--- src/rtl/xmem_rd_pkg.sv ---
package xmem_rd_pkg;

    // Field widths of the timing counts
    localparam int XR_ON_W  = 4;
    localparam int XR_OFF_W = 5;

    // Strobe indices
    localparam int XR_NSTROBE = 3;
    localparam int XR_STB_CS  = 0;
    localparam int XR_STB_ADV = 1;
    localparam int XR_STB_OE  = 2;

    typedef enum logic [0:0] {
        ST_IDLE = 1'b0,
        ST_RUN  = 1'b1
    } xr_state_e;

    typedef struct packed {
        logic [XR_ON_W-1:0]  cs_on;
        logic [XR_OFF_W-1:0] cs_off;
        logic [XR_ON_W-1:0]  adv_on;
        logic [XR_OFF_W-1:0] adv_off;
        logic [XR_ON_W-1:0]  oe_on;
        logic [XR_OFF_W-1:0] oe_off;
        logic [XR_OFF_W-1:0] acc;
        logic [XR_OFF_W-1:0] cyc;
        logic                mux;
    } xr_timing_t;

endpackage

--- src/rtl/xmem_rd_cfgchk.sv ---
module xmem_rd_cfgchk
    import xmem_rd_pkg::*;
(
    input  xr_timing_t tim,
    output logic       bad
);

    logic cyc_zero;
    logic acc_zero;
    logic acc_late;
    logic off_late;
    logic on_late;

    always_comb begin
        cyc_zero = (tim.cyc == '0);
        acc_zero = (tim.acc == '0);
        acc_late = (tim.acc > tim.cyc);
        off_late = (tim.cs_off > tim.cyc) || (tim.adv_off > tim.cyc) ||
                   (tim.oe_off > tim.cyc);
        on_late  = (XR_OFF_W'(tim.cs_on)  > tim.cs_off)  ||
                   (XR_OFF_W'(tim.adv_on) > tim.adv_off) ||
                   (XR_OFF_W'(tim.oe_on)  > tim.oe_off);
        bad      = cyc_zero || acc_zero || acc_late || off_late || on_late;
    end

endmodule

--- src/rtl/xmem_rd_window.sv ---
module xmem_rd_window #(
    parameter int ON_W  = 4,
    parameter int OFF_W = 5
) (
    input  logic             active,
    input  logic [OFF_W-1:0] cnt,
    input  logic [ON_W-1:0]  t_on,
    input  logic [OFF_W-1:0] t_off,
    output logic             strobe_n
);

    logic past_on;
    logic before_off;

    always_comb begin
        past_on    = (cnt >= OFF_W'(t_on));
        before_off = (cnt < t_off);
        strobe_n   = !(active && past_on && before_off);
    end

endmodule

--- src/rtl/xmem_rd_addrreg.sv ---
module xmem_rd_addrreg #(
    parameter int ADDR_W   = 24,
    parameter int HOLD_LSB = 8   // must be at least 1
) (
    input  logic              clk,
    input  logic              rst_n,
    input  logic              load,
    input  logic              hold,
    input  logic [ADDR_W-1:0] addr_in,
    output logic [ADDR_W-1:0] addr_q
);

    generate
        if (HOLD_LSB >= ADDR_W) begin : g_flat
            // No upper region: every bit reloads on each access
            always_ff @(posedge clk or negedge rst_n) begin
                if (!rst_n) begin
                    addr_q <= '0;
                end else if (load) begin
                    addr_q <= addr_in;
                end
            end
        end else begin : g_split
            localparam int UP_W = ADDR_W - HOLD_LSB;
            logic [HOLD_LSB-1:0] low_q;
            logic [UP_W-1:0]     up_q;

            always_ff @(posedge clk or negedge rst_n) begin
                if (!rst_n) begin
                    low_q <= '0;
                    up_q  <= '0;
                end else if (load) begin
                    low_q <= addr_in[HOLD_LSB-1:0];
                    if (!hold) begin
                        up_q <= addr_in[ADDR_W-1:HOLD_LSB];
                    end
                end
            end

            assign addr_q = {up_q, low_q};
        end
    endgenerate

endmodule

--- src/rtl/xmem_rd_sequencer.sv ---
module xmem_rd_sequencer
    import xmem_rd_pkg::*;
#(
    parameter int ADDR_W   = 24,
    parameter int DATA_W   = 16,
    parameter int HOLD_LSB = 8
) (
    input  logic                clk,
    input  logic                rst_n,
    input  logic                req_valid,
    input  logic [ADDR_W-1:0]   req_addr,
    output logic                req_ready,
    input  logic [XR_ON_W-1:0]  t_cs_on,
    input  logic [XR_OFF_W-1:0] t_cs_off,
    input  logic [XR_ON_W-1:0]  t_adv_on,
    input  logic [XR_OFF_W-1:0] t_adv_off,
    input  logic [XR_ON_W-1:0]  t_oe_on,
    input  logic [XR_OFF_W-1:0] t_oe_off,
    input  logic [XR_OFF_W-1:0] t_capture,
    input  logic [XR_OFF_W-1:0] t_cycle,
    input  logic                mux_mode,
    input  logic                addr_hold,
    input  logic [DATA_W-1:0]   bus_in,
    output logic [DATA_W-1:0]   bus_out,
    output logic                bus_oe,
    output logic                dir_in,
    output logic [ADDR_W-1:0]   addr_out,
    output logic                cs_n,
    output logic                adv_n,
    output logic                oe_n,
    output logic [DATA_W-1:0]   rd_data,
    output logic                rd_done,
    output logic                cfg_err
);

    localparam int CNT_W = XR_OFF_W;

    xr_state_e          state_q, state_d;
    logic [CNT_W-1:0]   cnt_q, cnt_d;
    xr_timing_t         tim_in, tim_q;
    logic [DATA_W-1:0]  data_q;
    logic               done_q;
    logic               err_q;
    logic               cfg_bad;
    logic               accept;
    logic               start;
    logic               running;
    logic               last_cnt;
    logic               capture_now;
    logic               turned_in;
    logic [ADDR_W-1:0]  addr_q;
    logic [DATA_W-1:0]  mux_addr;
    logic [XR_ON_W-1:0]  on_arr  [XR_NSTROBE];
    logic [XR_OFF_W-1:0] off_arr [XR_NSTROBE];
    logic [XR_NSTROBE-1:0] stb_n;

    // Gather the timing inputs into one record
    always_comb begin
        tim_in.cs_on   = t_cs_on;
        tim_in.cs_off  = t_cs_off;
        tim_in.adv_on  = t_adv_on;
        tim_in.adv_off = t_adv_off;
        tim_in.oe_on   = t_oe_on;
        tim_in.oe_off  = t_oe_off;
        tim_in.acc     = t_capture;
        tim_in.cyc     = t_cycle;
        tim_in.mux     = mux_mode;
    end

    xmem_rd_cfgchk u_cfgchk (
        .tim (tim_in),
        .bad (cfg_bad)
    );

    assign accept      = (state_q == ST_IDLE) && req_valid;
    assign start       = accept && !cfg_bad;
    assign running     = (state_q == ST_RUN);
    assign last_cnt    = (cnt_q == (tim_q.cyc - CNT_W'(1)));
    assign capture_now = running && (cnt_q == (tim_q.acc - CNT_W'(1)));

    // State register
    always_ff @(posedge clk or negedge rst_n) begin
        if (!rst_n) begin
            state_q <= ST_IDLE;
            cnt_q   <= '0;
        end else begin
            state_q <= state_d;
            cnt_q   <= cnt_d;
        end
    end

    // Transitions: start (idle to run), finish (run to idle)
    always_comb begin
        state_d = state_q;
        cnt_d   = cnt_q;
        unique case (state_q)
            ST_IDLE: begin
                if (start) begin
                    state_d = ST_RUN;
                    cnt_d   = '0;
                end
            end
            ST_RUN: begin
                if (last_cnt) begin
                    state_d = ST_IDLE;
                    cnt_d   = '0;
                end else begin
                    cnt_d = cnt_q + CNT_W'(1);
                end
            end
        endcase
    end

    // Timing record, captured word and event pulses
    always_ff @(posedge clk or negedge rst_n) begin
        if (!rst_n) begin
            tim_q  <= '0;
            data_q <= '0;
            done_q <= 1'b0;
            err_q  <= 1'b0;
        end else begin
            if (start) begin
                tim_q <= tim_in;
            end
            if (capture_now) begin
                data_q <= bus_in;
            end
            done_q <= running && last_cnt;
            err_q  <= accept && cfg_bad;
        end
    end

    xmem_rd_addrreg #(
        .ADDR_W   (ADDR_W),
        .HOLD_LSB (HOLD_LSB)
    ) u_addrreg (
        .clk     (clk),
        .rst_n   (rst_n),
        .load    (start),
        .hold    (addr_hold),
        .addr_in (req_addr),
        .addr_q  (addr_q)
    );

    // Per-strobe windows
    always_comb begin
        on_arr[XR_STB_CS]   = tim_q.cs_on;
        off_arr[XR_STB_CS]  = tim_q.cs_off;
        on_arr[XR_STB_ADV]  = tim_q.adv_on;
        off_arr[XR_STB_ADV] = tim_q.adv_off;
        on_arr[XR_STB_OE]   = tim_q.oe_on;
        off_arr[XR_STB_OE]  = tim_q.oe_off;
    end

    generate
        for (genvar s = 0; s < XR_NSTROBE; s++) begin : g_stb
            xmem_rd_window #(
                .ON_W  (XR_ON_W),
                .OFF_W (XR_OFF_W)
            ) u_win (
                .active   (running),
                .cnt      (cnt_q),
                .t_on     (on_arr[s]),
                .t_off    (off_arr[s]),
                .strobe_n (stb_n[s])
            );
        end
    endgenerate

    generate
        if (ADDR_W >= DATA_W) begin : g_mux_trim
            assign mux_addr = addr_q[DATA_W-1:0];
        end else begin : g_mux_pad
            assign mux_addr = {{(DATA_W - ADDR_W){1'b0}}, addr_q};
        end
    endgenerate

    // Outputs
    always_comb begin
        turned_in = running && (cnt_q >= CNT_W'(tim_q.oe_on));
        req_ready = (state_q == ST_IDLE);
        cs_n      = stb_n[XR_STB_CS];
        adv_n     = stb_n[XR_STB_ADV];
        oe_n      = stb_n[XR_STB_OE];
        dir_in    = turned_in;
        bus_oe    = !turned_in;
        bus_out   = (running && tim_q.mux && !turned_in) ? mux_addr : data_q;
        addr_out  = addr_q;
        rd_data   = data_q;
        rd_done   = done_q;
        cfg_err   = err_q;
    end

endmodule

--- config.mk ---
export PLATFORM = sky130hd
export DESIGN_NAME = xmem_rd_sequencer
export DESIGN_NICKNAME = d
export VERILOG_FILES = /design/src/rtl/xmem_rd_pkg.sv /design/src/rtl/xmem_rd_cfgchk.sv /design/src/rtl/xmem_rd_window.sv /design/src/rtl/xmem_rd_addrreg.sv /design/src/rtl/xmem_rd_sequencer.sv
export SDC_FILE = /design/constraint.sdc
export NUM_CORES = 1
export LEC_CHECK = 0
export BUFFER_PORTS_ARGS = -buffer_cell sky130_fd_sc_hd__buf_2
export CAP_MARGIN = 20
export CORE_MARGIN = 2
export CORE_UTILIZATION = 35
export DETAILED_ROUTE_END_ITERATION = 12
export PLACE_DENSITY = 0.58
export REMOVE_ABC_BUFFERS = 1
export SYNTH_ARGS = -nofsm -noshare
export SYNTH_HDL_FRONTEND = slang
export SYNTH_SLANG_ARGS = --single-unit
--- constraint.sdc ---
create_clock -name clk -period 3.85 [get_ports clk]
set_input_delay 0.385 -clock clk [delete_from_list [all_inputs] [get_ports clk]]
set_output_delay 0.385 -clock clk [all_outputs]
set_load 0.02 [all_outputs]
==> results.toml, run 1 <==
[timing]
relSlewSlack_pct = 57.8
setup_tns_ns = 0
setup_violations = 0
finClkSkew_ns = 0.00668
hold_violations = 0
unrepaired_setup_endpoints_after_global_routing = "false"
least_margin_pin_slew_ns = 0.632
finalWorstPathRequiredPeriod_ns = 3.51
max_freq_mhz = 285
period_share_pct = 91.3
worst_hold_margin_ns = 0.245
timing_max_transition_violations_final = 0

[grt]
grt-ovfl-total = 0
grt_antenna_before_repair = 1
grt_pass1_vias = 4243
wire_length_of_the_first_global_routing_pass_microns = 21200
grtUsageTotal_pct = 16.8
pin_count_of_the_biggest_net_entering_global_routing = 64

[pwr]
p_clk_share_pct = 17.7
power.static_leakage_nw = 3.44
seq_power_share_pct = 35.1
internal-power_mw = 2.87
power.share.combinational_pct = 47.2
p_sw_mw = 1.99
power.density_cell_area_nw_per_um2 = 755
irDropWorstVdd_uv = 315
sw_frac_of_total_pct = 41.0

[clocking]
number_of_cts_inserted_buffers = 9
cts_setup_buffers = 0
cts.sink_count = 86
post_cts_resized = 0
tritoncts = "yes"
cts.root.buffer_cell = "clkbuf_16"
cts_buffer_depth = 2
clkTransAtPathRegs_ns = 0.07
insertion_delay_ns = 0.35
htree_levels = 3

[drt]
topRoutingLayerUsed = "met4"
wirelength_met1_microns = 5640
drt-vias-per-instance = 5.00
route.met3.wl_microns = 469
post_drt_wl_per_cell_microns = 16.5
detail_route.iter0.violations = 154
postRouteWirelength_microns = 12900
detailedRoute.firstPassIterationCount = 4
route.vias.total = 3922
route.antenna.remaining_nets = 0
wl_met2_microns = 6400
post-route-drc-count = 0

[synth]
synth.top_cells.by_area = "dfrtp_1, mux2_2, ha_1"
synth.distinct_cells = 50
combinational_family_with_the_most_area_after_synthesis = "multiplexers"
yosys_warnings = 0
synth.yosys.seq_area_share_pct = 41.5
yosysMostFrequentCell = "dfrtp_1"
netlist_instances = 446
synth_seq_cells = 86
synthesis.area_per_instance_sq_um = 11.6
async_flop_share_pct = 100
synth_xor_area_share_pct = 2.03
synth_enable_flop_cells = 0
most_common_flop_cell_mapped_by_yosys = "dfrtp_1"
synthMuxAreaShare_pct = 21.1
synth_commonest_cells = "dfrtp_1, mux2_2, ha_1"
post_synth_instance_area_sq_um = 5190
synth-simple-area-share_pct = 7.62
synth-compound-area-share_pct = 8.15
adder_and_majority_cell_fraction_of_the_synthesized_area_pct = 14.2
synth_top_cell_area_share_pct = 41.5
synth_top_area_cell = "dfrtp_1"

[layout]
drive_gt1_share_pct = 40.8
antenna_cells_inserted = 0
areaGrowthSynthToFinish_pct = 24.1
final-instance-count-excl-fill = 784
seq_area_sq_um = 2150
footprint_of_the_multi_input_gates_sq_um = 2750
utilization_pct = 44.3
area_of_all_placed_cells_without_fillers_sq_um = 6440
fin_nets = 736
fill_cell_instance_count_of_the_final_layout = 1403

[min_path]
hold_class = "in2reg"

[outcome]
status = "finished clean"

[setup_path]
regToRegEndpoint = "rd_data[6]"
setup.reg_to_reg.worst_slack_ns = 1.41
cp.arrival_ns = 3.13
r2r.worst_path.cells = 6
crit_path_start = "cnt_q[0]"
critPathLaunchType = "flip-flop"
worstPathRequired_ns = 3.46
criticalPathCategory = "reg2out"
endpoint_kind = "primary output"
endpoint = "bus_out[13]"
r2r-start = "cnt_q[2]"
cp_max_fo = 16

[floorplanning]
fp.dieW_microns = 126
core_region_area_sq_um = 14500
placementRows = 44
start_util_pct = 35.7
die_h_microns = 126
top_level_ports = 146
die_area_sq_um = 15800

[flow_run]
timing.max_cap.violations = 0

[placement]
place.detailed.instances = 767
numPortBuffers = 145
postPlaceCellArea_sq_um = 6130
gp_congestion = 0.814
dp_hpwl_microns = 9880
==> layout make-up <==
| cell class | count | area share (%) |
|---|---|---|
| well taps | 184 | 3.58 |
| inverters | 55 | 3.21 |
| clock inverters | 6 | 0.855 |
| multi-input cells | 293 | 42.8 |
| flip-flops and latches | 86 | 33.4 |
| clock buffers | 10 | 3.71 |
| repair buffers | 150 | 12.4 |
==> worst min-delay path by stage <==
stage	end	cells after the start	from
6_report	u_addrreg.g_split.up_q[8]	2	req_addr[16]
2_1_floorplan	cfg_err	0	rst_n
3_5_place_dp	on_arr[10]	1	rst_n
3_3_place_gp	u_addrreg.g_split.up_q[10]	1	u_addrreg.g_split.up_q[10]
4_1_cts	u_addrreg.g_split.up_q[8]	2	req_addr[16]
5_1_grt	u_addrreg.g_split.up_q[7]	2	req_addr[15]
==> sequential cells by signal, summed over array words and instances (netlist names) <==
register and cells:
cfg_err 1, running 1, on_arr 12, tim_q 11, rd_data 16, off_arr 15, u_addrreg.g_split.low_q 8, rd_done 1
cnt_q 5, u_addrreg.g_split.up_q 16
==> worst max-delay path, stage by stage (launching register included) <==
cell and delay [ns]:
dfrtp_1 0.51, inv_1 0.21, ha_1 0.32, nand2b_1 0.14
a21o_1 0.18, a21o_1 0.17, a211oi_1 0.29, and3_1 0.20
buf_4 0.24, mux2_2 0.37, buf_2 0.16
==> power by group through the flow <==
stage	clock network, mW	logic, mW	registers [mW]
global route	0.928	2.54	1.78
global placement	0	2.24	1.71
CTS	0.891	2.32	1.71
floorplan	0	1.38	1.87
finish	0.859	2.30	1.71
detailed placement	0	2.31	1.73
==> routing by layer <==
| metal | global-route usage, % | up-vias |
|---|---|---|
| li1 | - | 1888 |
| met1 | 20.7 | 1932 |
| met2 | 28.3 | 75 |
| met3 | 3.14 | 27 |
| met4 | 8.27 | 0 |
| met5 | 0 | - |
==> stage by stage <==
step	worst slack (ns)	power, mW
4_1_cts	0.318	4.92
3_5_place_dp	0.705	4.03
2_1_floorplan	0.735	3.25
6_report	0.336	4.86
3_3_place_gp	0.762	3.95
5_1_grt	0.138	5.25
==> what timing repair did <==
action | CTS | global route
hold endpoints to repair | 23 | 0
setup endpoints to repair | 0 | 0
hold buffers | 1 | 0
==> layout by cell type, fill, tap and decap left out, drive strengths merged, types with 4 or more instances in the layout <==
cell and instances:
nor2 12, xnor2 5, clkbuf 10, nand2 6
o21ai 15, nand4 4, inv 57, buf 149
a21boi 6, mux2i 12, a21oi 16, mux2 84
nand3 9, ha 59, nor2b 5, nor3 5
dfrtp 86, nand2b 11, xor2 7
==> cell families after synthesis <==
| family | count (synthesis) |
|---|---|
| multiplexers | 96 |
| flip-flops | 86 |
| buffers and inverters | 67 |
| AND/OR/NAND/NOR | 66 |
| AO/OA/AOI/OAI | 60 |
| adder cells (fa/ha/maj) | 59 |
| XOR/XNOR | 12 |
No activity file was read; power rests on OpenSTA's default activity.
==> inputs of run 2 (changes only) <==
- SETUP_SLACK_MARGIN: unset -> 0.4
==> run 2 against run 1 <==
Compared with the run above: utilization rose by 0.16 points; setup slack improved by 0.21 ns; die area unchanged; clock skew decreased by 0.0010 ns; clock power hardly changed.
==> results.toml, run 2 (same netlist as run 1, synthesis figures left out) <==
[drt]
detailedRoute.firstPassIterationCount = 4
drt-vias-per-instance = 5.00
detail_route.iter0.violations = 163
route.antenna.remaining_nets = 0
postRouteWirelength_microns = 12900
post_drt_wl_per_cell_microns = 16.5
post-route-drc-count = 0
route.vias.total = 3929

[setup_path]
cp.arrival_ns = 2.91
slowest_delay_ns = 0.70
critical_path_buf_inv_count = 2
crit_cells = 8
crit_path_top_delay_cell = "dfrtp_1"
crit_chain = "ha_1 > a21o_1 > a21o_1 > a211oi_1 > and3_1 > buf_6 > mux2_2 > buf_2"
critPathLaunchType = "flip-flop"
crit_path_frequent_cell = "a21o_1"
r2r.worst_path.cells = 6
crit_path_start = "cnt_q[1]"
r2r-start = "cnt_q[2]"
worstPathRequired_ns = 3.46
setup.reg_to_reg.worst_slack_ns = 1.41
critPathTopFamily = "flip-flops"
endpoint_kind = "primary output"
cp_max_fo = 16
criticalPathCategory = "reg2out"
regToRegEndpoint = "rd_data[6]"
endpoint = "bus_out[13]"

[floorplanning]
die_area_sq_um = 15800
die_h_microns = 126
placementRows = 44
start_util_pct = 35.7
fp.dieW_microns = 126
core_region_area_sq_um = 14500
top_level_ports = 146

[clocking]
clkTransAtPathRegs_ns = 0.07
cts.root.buffer_cell = "clkbuf_16"
cts_buffer_depth = 2
insertion_delay_ns = 0.35
htree_levels = 3
number_of_cts_inserted_buffers = 9
cts.sink_count = 86
tritoncts = "yes"

[grt]
grt_antenna_before_repair = 1
wire_length_of_the_first_global_routing_pass_microns = 21200
grt-ovfl-total = 0
grt_pass1_vias = 4249
pin_count_of_the_biggest_net_entering_global_routing = 64
grtUsageTotal_pct = 16.8

[timing]
worst_hold_margin_ns = 0.245
setup_violations = 0
hold_violations = 0
relSlewSlack_pct = 57.9
max_freq_mhz = 303
finalWorstPathRequiredPeriod_ns = 3.30
timing_max_transition_violations_final = 0
least_margin_pin_slew_ns = 0.631
finClkSkew_ns = 0.00564
unrepaired_setup_endpoints_after_global_routing = "false"
period_share_pct = 85.7
setup_tns_ns = 0

[pwr]
power.static_leakage_nw = 3.45
irDropWorstVdd_uv = 315
power.density_cell_area_nw_per_um2 = 757

[layout]
most_frequent_cells_in_the_layout = "buf_2, dfrtp_1, mux2_2"
antenna_cells_inserted = 0
fin_nets = 738
fill_cell_instance_count_of_the_final_layout = 1400
mostFrequentLayoutCell = "buf_2"
drive_gt1_share_pct = 41.4
final-instance-count-excl-fill = 786
areaGrowthSynthToFinish_pct = 24.6

[placement]
numPortBuffers = 145
place.detailed.instances = 767
gp_congestion = 0.814
dp_hpwl_microns = 9880

[min_path]
hold_class = "in2reg"

[flow_run]
timing.max_cap.violations = 0

[outcome]
status = "finished clean"
==> run 2: per-layer routing <==
metal  track usage [%]  part of all wire, %  vias to the layer above
met5                 0                    0                        -
met4              8.27                  3.3                        0
met3              3.14                  3.7                       29
met2              28.3                   50                       77
met1              20.7                   43                     1930
li1                  -                    -                     1893
==> run 2: stage by stage <==
| stage | total power [mW] | cell area (sq um) | util (%) | worst slack [ns] |
|---|---|---|---|---|
| final | 4.89 | 6460 | 44.5 | 0.550 |
| after global routing | 5.27 | 6460 | 44.5 | 0.425 |
| after CTS | 4.93 | 6450 | 44.4 | 0.491 |
| after detailed placement | 4.03 | 6130 | 42.2 | 0.705 |
| after global placement | 3.95 | 6110 | 42.0 | 0.762 |
| after floorplan | 3.25 | 5110 | - | 0.735 |
==> run 2: worst min path at each step <==
| stage | start | end | depth (start not counted) |
|---|---|---|---|
| after floorplan | rst_n | cfg_err | 0 |
| after global placement | u_addrreg.g_split.up_q[10] | u_addrreg.g_split.up_q[10] | 1 |
| after detailed placement | rst_n | on_arr[10] | 1 |
| after CTS | req_addr[16] | u_addrreg.g_split.up_q[8] | 2 |
| after global routing | req_addr[15] | u_addrreg.g_split.up_q[7] | 2 |
| final | req_addr[16] | u_addrreg.g_split.up_q[8] | 2 |
==> run 2: area by class of cell <==
class	instances	area [sq um]	share of cell area (%)
Clock buffer	10	239	3.70
Clock inverter	6	55.1	0.852
Inverter	55	210	3.25
Multi-Input combinational cell	293	2750	42.6
Sequential cell	86	2150	33.3
Tap cell	184	230	3.56
Timing Repair Buffer	152	820	12.7
==> run 2: repair_timing <==
item,4_1_cts,5_1_grt
endpoints found under the hold margin,23,0
endpoints found under the setup margin,16,16
setup buffers,1,1
resized for setup,2,1
hold buffers,1,0
==> run 2: where the power goes <==
part | total (mW) | leakage [nW] | internal [mW] | switching (mW)
clock | 0.860 | 0.139 | 0.466 | 0.393
sequential | 1.71 | 1.05 | 1.33 | 0.371
combinational | 2.33 | 2.25 | 1.09 | 1.24
total | 4.89 | 3.45 | 2.89 | 2.00
